[src/rtl/gseq_pkg.sv]
package gseq_pkg;
   typedef enum logic [2:0] {
      ST_IDLE = 3'd0,
      ST_ACT  = 3'd1,
      ST_OFF  = 3'd2,
      ST_DONE = 3'd3,
      ST_ERR  = 3'd4
   } gseq_st_e;
endpackage

[src/rtl/gseq_cfg_check.sv]
module gseq_cfg_check #(
   parameter int CNT_W        = 12,
   parameter int REP_W        = 17,
   parameter int RCH_CYC      = 2,
   parameter int LATCH_MARGIN = 3,
   parameter int RD_GAP       = 1,
   parameter int RD_CYC       = 4
) (
   input  logic [CNT_W-1:0] obs,
   input  logic [CNT_W-1:0] off,
   input  logic [REP_W-1:0] reps,
   output logic             ok
);
   localparam logic [CNT_W-1:0] OBS_MIN = CNT_W'(RCH_CYC + LATCH_MARGIN);
   localparam logic [CNT_W-1:0] OFF_MIN = CNT_W'(RD_GAP + RD_CYC);

   always_comb begin
      ok = (obs >= OBS_MIN) && (off >= OFF_MIN) && (reps != '0);
   end
endmodule

[src/rtl/gseq_phase.sv]
module gseq_phase
   import gseq_pkg::*;
#(
   parameter int CNT_W        = 12,
   parameter int REP_W        = 17,
   parameter int RCH_CYC      = 2,
   parameter int LATCH_MARGIN = 3,
   parameter int RD_GAP       = 1,
   parameter int RD_CYC       = 4
) (
   input  logic             clk,
   input  logic             rst_n,
   input  logic             start,
   input  logic             cfg_ok,
   input  logic [CNT_W-1:0] cfg_obs,
   input  logic [CNT_W-1:0] cfg_off,
   input  logic [REP_W-1:0] cfg_reps,
   output logic             recharge,
   output logic             inhibit_n,
   output logic             sample_en,
   output logic             read_sel,
   output logic             smp_strobe,
   output logic             clr_strobe,
   output logic             busy,
   output logic             done,
   output logic             cfg_err
);
   localparam logic [CNT_W-1:0] RCH_END = CNT_W'(RCH_CYC);
   localparam logic [CNT_W-1:0] MARGIN  = CNT_W'(LATCH_MARGIN);
   localparam logic [CNT_W-1:0] RD_BEG  = CNT_W'(RD_GAP);
   localparam logic [CNT_W-1:0] RD_END  = CNT_W'(RD_GAP + RD_CYC);
   localparam logic [CNT_W-1:0] RD_LAST = CNT_W'(RD_GAP + RD_CYC - 1);

   gseq_st_e         st_q;
   logic [CNT_W-1:0] tcnt_q;
   logic [REP_W-1:0] rep_q;
   logic [CNT_W-1:0] obs_q;
   logic [CNT_W-1:0] off_q;
   logic [REP_W-1:0] reps_q;
   logic             idle_like;

   always_comb begin
      idle_like = (st_q == ST_IDLE) || (st_q == ST_DONE) || (st_q == ST_ERR);
   end

   always_ff @(posedge clk or negedge rst_n) begin
      if (!rst_n) begin
         st_q   <= ST_IDLE;
         tcnt_q <= '0;
         rep_q  <= '0;
         obs_q  <= '0;
         off_q  <= '0;
         reps_q <= '0;
      end else begin
         unique case (st_q)
            ST_ACT: begin
               if (tcnt_q == obs_q - 1'b1) begin
                  tcnt_q <= '0;
                  st_q   <= ST_OFF;
               end else begin
                  tcnt_q <= tcnt_q + 1'b1;
               end
            end
            ST_OFF: begin
               if (tcnt_q == off_q - 1'b1) begin
                  tcnt_q <= '0;
                  if (rep_q == reps_q - 1'b1) begin
                     st_q <= ST_DONE;
                  end else begin
                     rep_q <= rep_q + 1'b1;
                     st_q  <= ST_ACT;
                  end
               end else begin
                  tcnt_q <= tcnt_q + 1'b1;
               end
            end
            default: begin
               if (start) begin
                  obs_q  <= cfg_obs;
                  off_q  <= cfg_off;
                  reps_q <= cfg_reps;
                  tcnt_q <= '0;
                  rep_q  <= '0;
                  st_q   <= cfg_ok ? ST_ACT : ST_ERR;
               end
            end
         endcase
      end
   end

   always_comb begin
      inhibit_n  = (st_q == ST_ACT);
      recharge   = (st_q == ST_ACT) && (tcnt_q < RCH_END);
      sample_en  = (st_q == ST_ACT) && (tcnt_q < obs_q - MARGIN);
      read_sel   = (st_q == ST_OFF) && (tcnt_q >= RD_BEG) && (tcnt_q < RD_END);
      smp_strobe = (st_q == ST_OFF) && (tcnt_q == RD_LAST);
      clr_strobe = start && idle_like;
      busy       = !idle_like;
      done       = (st_q == ST_DONE);
      cfg_err    = (st_q == ST_ERR);
   end
endmodule

[src/rtl/gseq_hit_acc.sv]
module gseq_hit_acc #(
   parameter int HIT_W = 17
) (
   input  logic             clk,
   input  logic             rst_n,
   input  logic             clr,
   input  logic             inc,
   output logic [HIT_W-1:0] count,
   output logic             full
);
   localparam logic [HIT_W-1:0] TOP = {HIT_W{1'b1}};

   always_ff @(posedge clk or negedge rst_n) begin
      if (!rst_n) begin
         count <= '0;
      end else if (clr) begin
         count <= '0;
      end else if (inc && (count != TOP)) begin
         count <= count + 1'b1;
      end
   end

   always_comb begin
      full = (count == TOP);
   end
endmodule

[src/rtl/gated_acq_seq.sv]
module gated_acq_seq #(
   parameter int CNT_W        = 12,
   parameter int REP_W        = 17,
   parameter int HIT_W        = 17,
   parameter int RCH_CYC      = 2,
   parameter int LATCH_MARGIN = 3,
   parameter int RD_GAP       = 1,
   parameter int RD_CYC       = 4
) (
   input  logic             clk,
   input  logic             rst_n,
   input  logic             start,
   input  logic [CNT_W-1:0] cfg_obs,
   input  logic [CNT_W-1:0] cfg_off,
   input  logic [REP_W-1:0] cfg_reps,
   input  logic             pix_bit,
   output logic             recharge,
   output logic             inhibit_n,
   output logic             sample_en,
   output logic             read_sel,
   output logic             busy,
   output logic             done,
   output logic             cfg_err,
   output logic             sat,
   output logic [HIT_W-1:0] hit_count
);
   localparam int TIME_NEED = (RCH_CYC + LATCH_MARGIN > RD_GAP + RD_CYC) ?
                              (RCH_CYC + LATCH_MARGIN) : (RD_GAP + RD_CYC);

   generate
      if (RCH_CYC < 1 || LATCH_MARGIN < 1 || RD_CYC < 1 || RD_GAP < 0) begin : g_bad_timing
         $error("gated_acq_seq: strobe lengths and margin must be positive");
      end
      if (TIME_NEED >= (1 << CNT_W)) begin : g_bad_cnt_w
         $error("gated_acq_seq: CNT_W too narrow for strobe layout");
      end
      if (HIT_W < 1 || REP_W < 1) begin : g_bad_width
         $error("gated_acq_seq: counter widths must be positive");
      end
   endgenerate

   logic cfg_ok;
   logic smp_strobe;
   logic clr_strobe;

   gseq_cfg_check #(
      .CNT_W(CNT_W), .REP_W(REP_W), .RCH_CYC(RCH_CYC),
      .LATCH_MARGIN(LATCH_MARGIN), .RD_GAP(RD_GAP), .RD_CYC(RD_CYC)
   ) u_cfg (
      .obs  (cfg_obs),
      .off  (cfg_off),
      .reps (cfg_reps),
      .ok   (cfg_ok)
   );

   gseq_phase #(
      .CNT_W(CNT_W), .REP_W(REP_W), .RCH_CYC(RCH_CYC),
      .LATCH_MARGIN(LATCH_MARGIN), .RD_GAP(RD_GAP), .RD_CYC(RD_CYC)
   ) u_phase (
      .clk        (clk),
      .rst_n      (rst_n),
      .start      (start),
      .cfg_ok     (cfg_ok),
      .cfg_obs    (cfg_obs),
      .cfg_off    (cfg_off),
      .cfg_reps   (cfg_reps),
      .recharge   (recharge),
      .inhibit_n  (inhibit_n),
      .sample_en  (sample_en),
      .read_sel   (read_sel),
      .smp_strobe (smp_strobe),
      .clr_strobe (clr_strobe),
      .busy       (busy),
      .done       (done),
      .cfg_err    (cfg_err)
   );

   gseq_hit_acc #(.HIT_W(HIT_W)) u_acc (
      .clk   (clk),
      .rst_n (rst_n),
      .clr   (clr_strobe),
      .inc   (smp_strobe && pix_bit),
      .count (hit_count),
      .full  (sat)
   );
endmodule

[config.mk]
export PLATFORM = sky130hd
export DESIGN_NAME = gated_acq_seq
export DESIGN_NICKNAME = d
export VERILOG_FILES = /design/src/rtl/gseq_pkg.sv /design/src/rtl/gseq_cfg_check.sv /design/src/rtl/gseq_phase.sv /design/src/rtl/gseq_hit_acc.sv /design/src/rtl/gated_acq_seq.sv
export SDC_FILE = /design/constraint.sdc
export NUM_CORES = 1
export LEC_CHECK = 0
export BUFFER_PORTS_ARGS = -buffer_cell sky130_fd_sc_hd__buf_2
export CAP_MARGIN = 20
export CELL_PAD_IN_SITES_DETAIL_PLACEMENT = 1
export CELL_PAD_IN_SITES_GLOBAL_PLACEMENT = 1
export CORE_ASPECT_RATIO = 0.9
export CORE_MARGIN = 8
export CORE_UTILIZATION = 40
export CTS_CLUSTER_DIAMETER = 100
export DETAILED_ROUTE_END_ITERATION = 6
export PLACE_DENSITY_LB_ADDON = 0.1
export SLEW_MARGIN = 40
export SYNTH_ARGS = -nofsm -noshare
export SYNTH_HDL_FRONTEND = slang
export SYNTH_SLANG_ARGS = --single-unit
[constraint.sdc]
create_clock -name clk -period 2.8 [get_ports clk]
set_clock_uncertainty 0.1 [all_clocks]
set_input_delay 0.14 -clock clk [delete_from_list [all_inputs] [get_ports clk]]
set_output_delay 0.14 -clock clk [all_outputs]
set_load 0.005 [all_outputs]
==> impl_metrics.tcl, run 1 <==
set metrics [dict create \
    outcome "finished with violations" \
    violations "negative setup slack" \
    synth_cell_types 71 \
    vdd_ir_drop_max_v 0.000442 \
    critical_path_required_ps 2560 \
    synth_mux_area_share_pct 1.38 \
    swShare_pct 45.4 \
    path_buf_inv 1 \
    p_clk_share_pct 14.5 \
    coreArea_um2 15300 \
    rsz0062_at_grt "yes" \
    area_growth_pct 39.4 \
    path_common_cell "or3_4" \
    period_needed_ps 3180 \
    antenna_found_initial 0 \
    clock_path_buffers 2 \
    max_freq_mhz 314 \
    comb_power_share_pct 61.0 \
    num_rows 43 \
    io_pins 70 \
    synth_top_area_share_pct 36.1 \
    setup_ws_ps -383 \
    final_util_pct 56.8 \
    vias_per_cell 5.59 \
    maxCapViolations 0 \
    hpwl_um 15500 \
    syn_area_um2 6250 \
    numCtsBuffers 9 \
    synthArstFlopShare_pct 100 \
    portBuffers 69 \
    die_x_um 148 \
    p_leak_nw 4.02 \
    synthCells 757 \
    timing.slew.headroom_pct 46.5 \
    track_usage_pct 22.7 \
    synth_edf_count 0 \
    wl_per_cell_um 19.7 \
    yosysSeqAreaShare_pct 36.1 \
    gp_congestion 0.924 \
    total_power_mw 8.32 \
    grt_max_degree 58 \
    grt_overflow_total 0 \
    p_int_mw 4.54 \
    finalCritPeriodShare_pct 114 \
    final_common_cell "nand2_1" \
    drc 0 \
    critical_path.slowest_cell "dfrtp_1" \
    p_switching_mw 3.77 \
    setup_viol 31 \
    grt_pass1_wl_um 36200 \
    crit_type "reg2out" \
    cts_tree "yes" \
    cp_data_arrival_time_ps 2940 \
    end_kind "output pin" \
    drtPass1Iterations 4 \
    reg2reg_from "u_phase.obs_q[2]$_DFFE_PN0P_" \
    maxSlewViolCount 0 \
    reg2regPathDepth 10 \
    yosys-top-cells-area "dfrtp_1, nand2_1, xnor2_1, ha_1, xor2_1" \
    reg2reg_slack_ps -180 \
    cts.sinks 90 \
    tightest_slew_ps 800 \
    yosysTopAreaCell "dfrtp_1" \
    final_cells 1144 \
    critPathMaxFanout 3 \
    worstSkewPairLatency_ps 360 \
    pwr-share-seq_pct 24.5 \
    max_stage_delay_ps 410 \
    ys_ff_latch 90 \
    die-area_um2 19900 \
    synth_top_family_by_area "simple AND/OR/NAND/NOR gates" \
    cts_root_buffer "clkbuf_16" \
    path_clk_slew_ps 60 \
    final_net_count 1004 \
    initial_core_util_pct 40.7 \
    synthXorXnorAreaFrac_pct 9.90 \
    fp.dieH_um 135 \
    power_density_nw_per_um2 955 \
    layout-drive-gt1-share_pct 27.9 \
    synth_compound_area_share_pct 14.4 \
    dp.cells 1066 \
    drt_iter0_markers 302 \
    avgSynthCellArea_um2 8.25 \
    yosys_warnings 0 \
    critical-path-top-delay-family "simple AND/OR/NAND/NOR gates" \
    detail-route-antenna-nets 0 \
    hold_path.class "in2async" \
    cp_cell_sequence "or3_4, or3_4, a21o_4, nor3_4, xnor2_1, ha_1, a21oi_2, nor2b_1, o21ai_1, o311a_1, buf_2" \
    timing.rr.end "u_phase.tcnt_q[4]$_DFFE_PN0N_" \
    synth_ff_type "dfrtp_1" \
    cp-start-kind "register" \
    synth-adder-area-share_pct 4.41 \
    hold_viol 0 \
    synth_nets 824 \
    wl_um 22600 \
    yosys.area_share.simple_pct 29.5 \
    htree_levels 3 \
    layout_common_cells "nand2_1, dfrtp_1, buf_4" \
    final.setup.tns_ps -3350 \
    diodes 0 \
    grt_pass1_vias 6836 \
    via_count 6396 \
]
-- stage by stage --
| step | worst slack [ps] | cell area, µm² | hold slack (ps) |
|---|---|---|---|
| 2_1_floorplan | -7.50 | 6270 | -256 |
| 3_3_place_gp | -160 | 7340 | 25.1 |
| 3_5_place_dp | -351 | 7340 | 33.6 |
| 4_1_cts | -382 | 8500 | 178 |
| 5_1_grt | -497 | 8710 | 206 |
| 6_report | -383 | 8710 | 187 |
-- worst max path at each step --
stage | cells past startpoint | slack (ps) | to | startpoint
CTS | 11 | -380 | sample_en | u_phase.obs_q[2]$_DFFE_PN0P_
finish | 11 | -380 | sample_en | u_phase.obs_q[2]$_DFFE_PN0P_
floorplan | 10 | -7 | u_phase.rep_q[15]$_DFFE_PN0P_ | u_phase.off_q[0]$_DFFE_PN0P_
detailed placement | 12 | -350 | u_phase.rep_q[14]$_DFFE_PN0P_ | u_phase.off_q[0]$_DFFE_PN0P_
global placement | 9 | -160 | u_phase.rep_q[0]$_DFFE_PN0P_ | u_phase.off_q[5]$_DFFE_PN0P_
global route | 11 | -500 | sample_en | u_phase.obs_q[2]$_DFFE_PN0P_
-- cell families after synthesis --
group	Yosys count
AND/OR/NAND/NOR	372
AO/OA/AOI/OAI	133
flip-flops	90
XOR/XNOR	69
buffers and inverters	63
adder cells (fa/ha/maj)	22
multiplexers	8
-- registers in the layout, summed over array words and instances (netlist names) --
register and flops:
u_acc.count 17, u_phase.obs_q 12, u_phase.off_q 12, u_phase.rep_q 17, u_phase.reps_q 17, u_phase.st_q 3, u_phase.tcnt_q 12
-- layer usage --
layer | GRT usage (%) | wire length (µm) | vias up
met5 | 0 | 0 | -
met4 | 6.68 | 291 | 0
met3 | 5.05 | 1240 | 23
met2 | 37.3 | 10700 | 144
met1 | 29.2 | 10400 | 3175
li1 | - | - | 3054
-- repair_timing --
| action | in CTS | in global routing |
|---|---|---|
| endpoints found under the setup margin | 29 | 35 |
| gates resized for setup | 69 | 45 |
| hold buffers | 42 | 0 |
| endpoints found under the hold margin | 74 | 0 |
| pin swaps | 24 | 31 |
| cloned | 4 | 1 |
| setup buffers | 13 | 5 |
-- cells in the mapped netlist (9+ instances only) --
library cell,count
nand2_1,153
dfrtp_1,90
nor2_1,52
o21ai_0,39
xnor2_1,38
clkbuf_1,35
xor2_1,30
nor3_1,27
ha_1,22
nand3_1,20
inv_1,18
nor4_1,18
a21oi_1,17
nand2b_1,16
nand4_1,15
nor2b_1,12
or3_1,11
o311ai_0,9
o41ai_1,9
-- final cells by class --
| class | instances | area [µm²] |
|---|---|---|
| Inverter | 18 | 67.6 |
| Clock buffer | 11 | 243 |
| Timing Repair Buffer | 212 | 1670 |
| Multi-Input combinational cell | 606 | 4190 |
| Sequential cell | 90 | 2250 |
| Clock inverter | 5 | 38.8 |
| Tap cell | 202 | 253 |
| Fill cell | 1818 | 6620 |
-- power by group through the flow --
stage               Combinational, mW  Clock (mW)  Sequential [mW]
global route                     5.54        1.27             2.08
global placement                 4.06           0             1.99
finish                           5.08        1.20             2.04
detailed placement               4.27           0             2.02
floorplan                        2.70           0             1.95
CTS                              4.89        1.23             2.02
Note: power is estimated with default switching activity, not from simulation.
==> run 2: changes to the inputs <==
CORE_UTILIZATION = 45   (was 40)
clock period = 3.6 ns   (was 2.8 ns; I/O delays follow)
==> impl_metrics.tcl, run 2 (synthesis gave the netlist of run 1 again) <==
set metrics [dict create \
    layout-drive-gt1-share_pct 14.3 \
    p_leak_nw 3.42 \
    outcome "finished clean" \
    critical-path-top-delay-family "compound AO/OA/AOI/OAI gates" \
    final_common_cell "nand2_1" \
    detail-route-antenna-nets 0 \
    worstSkewPairLatency_ps 350 \
    antenna_found_initial 1 \
    fp.dieH_um 128 \
    use_met3_pct 6.18 \
    tightest_slew_ps 802 \
    htree_levels 3 \
    total_power_mw 5.41 \
    gp_congestion 0.840 \
    layout_common_cells "nand2_1, dfrtp_1, buf_2" \
    use_met2_pct 37.5 \
    finalCritPeriodShare_pct 94.7 \
    hpwl_um 14000 \
    post-cts-setup-buffer-count 0 \
    die-area_um2 17900 \
    grt_overflow_total 0 \
    vdd_ir_drop_max_v 0.000365 \
    via_count 5964 \
    wl_um 19800 \
    cp-start-kind "register" \
    grtUsageMet1_pct 30.3 \
    cp_data_arrival_time_ps 3130 \
    num_rows 41 \
    initial_core_util_pct 45.3 \
    crit_type "reg2out" \
    setup_viol 0 \
    timing.slew.headroom_pct 46.3 \
    maxSlewViolCount 0 \
    busiest_layer "met2" \
    power_density_nw_per_um2 723 \
    max_stage_delay_ps 590 \
    hold_path.class "in2reg" \
    period_needed_ps 3410 \
    drtPass1Iterations 6 \
    path_buf_inv 3 \
    critPathMaxFanout 12 \
    critical_path.slowest_cell "dfrtp_1" \
    coreArea_um2 13800 \
    path_common_cell "o21a_1" \
    path_clk_slew_ps 70 \
    final.setup.tns_ps 0 \
    grt_pass1_wl_um 33800 \
    hold_viol 0 \
    grt_max_degree 71 \
    portBuffers 69 \
    track_usage_pct 23.2 \
    clock_path_buffers 2 \
    cts_root_buffer "clkbuf_16" \
    area_growth_pct 19.8 \
    top_regs "u_acc.count: 17 flops, u_phase.rep_q: 17 flops, u_phase.reps_q: 17 flops" \
    critical_path_required_ps 3320 \
    vias_per_cell 5.82 \
    grt_pass1_vias 6505 \
    cts_tree "yes" \
    cts.sinks 90 \
    max_freq_mhz 293 \
    drc 0 \
    final_net_count 914 \
    die_x_um 140 \
    cp_cell_sequence "inv_1, ha_1, inv_1, ha_1, nor2b_1, o21a_1, o21a_1, o21a_1, o21ai_0, nand2b_1, a21oi_1, o311a_1, buf_2" \
    io_pins 70 \
    drt_iter0_markers 314 \
    end_kind "output pin" \
    wl_per_cell_um 19.3 \
    maxCapViolations 0 \
    numCtsBuffers 9 \
]
-- run 2: cell types whose count changed in the layout (fill, tap and decap cells not counted), moves of 7 or more --
cell | previous run | this run
o21ai_1 | 10 | 2
o311ai_0 | 1 | 9
buf_4 | 81 | 14
o41ai_1 | 1 | 9
o41ai_2 | 7 | 0
o21ai_0 | 28 | 39
buf_6 | 15 | 1
-- run 2: worst min-delay path: stages --
cell	delay [ps]
buf_2	90
nand2_1	60
o21ai_0	100
-- run 2: worst paths after layout --
check                                               from                            end  slack (ps)  cells after the start
min reg2reg                u_phase.off_q[11]$_DFFE_PN0P_  u_phase.off_q[11]$_DFFE_PN0P_         410                      2
max in group asynchronous                          rst_n   u_phase.obs_q[2]$_DFFE_PN0P_        2360                      3
max reg2reg                 u_phase.off_q[0]$_DFFE_PN0P_  u_phase.rep_q[14]$_DFFE_PN0P_         370                     11
max                         u_phase.obs_q[0]$_DFFE_PN0P_                      sample_en         190                     13
min                                           cfg_off[1]   u_phase.off_q[1]$_DFFE_PN0P_          20                      3
min in group asynchronous                          rst_n  u_phase.tcnt_q[0]$_DFFE_PN0N_         300                      2
-- run 2: report_power, final --
part | switching (mW) | total (mW) | internal [mW]
Clock | 0.431 | 0.972 | 0.542
Sequential | 0.502 | 1.78 | 1.28
Combinational | 1.56 | 2.66 | 1.10
Total | 2.49 | 5.41 | 2.92
-- run 2: metal layers --
metal | share of wire [%] | wire (µm)
met5 | 0 | 0
met2 | 46 | 9080
met3 | 6.0 | 1180
met4 | 1.3 | 265
met1 | 47 | 9280
-- run 2: repair_timing --
item / CTS / global route
endpoints found under the setup margin: 0 / 17
endpoints found under the hold margin: 109 / 0
gates resized for setup: 0 / 7
hold buffers: 41 / 0
-- run 2: cell type report --
| type | count | area [µm²] |
|---|---|---|
| clock buffers | 9 | 225 |
| diodes | 1 | 2.50 |
| multi-input cells | 604 | 3780 |
| clock inverters | 7 | 75.1 |
| flip-flops and latches | 90 | 2250 |
| repair buffers | 124 | 867 |
| fillers | 1654 | 6320 |
| well taps | 172 | 215 |
| inverters | 18 | 67.6 |
-- run 2: per-stage QoR --
step / hold WS (ps) / std cells / setup slack, ps / utilization, % / area (µm²)
floorplan: -216 / 757 / 681 / - / 6250
global placement: 270 / 967 / 394 / 48.8 / 6730
detailed placement: 147 / 967 / 251 / 48.8 / 6730
CTS: 11.5 / 1024 / 3.23 / 53.9 / 7440
global route: 22.6 / 1025 / -10.9 / 54.2 / 7480
finish: 20.4 / 1025 / 190 / 54.2 / 7480
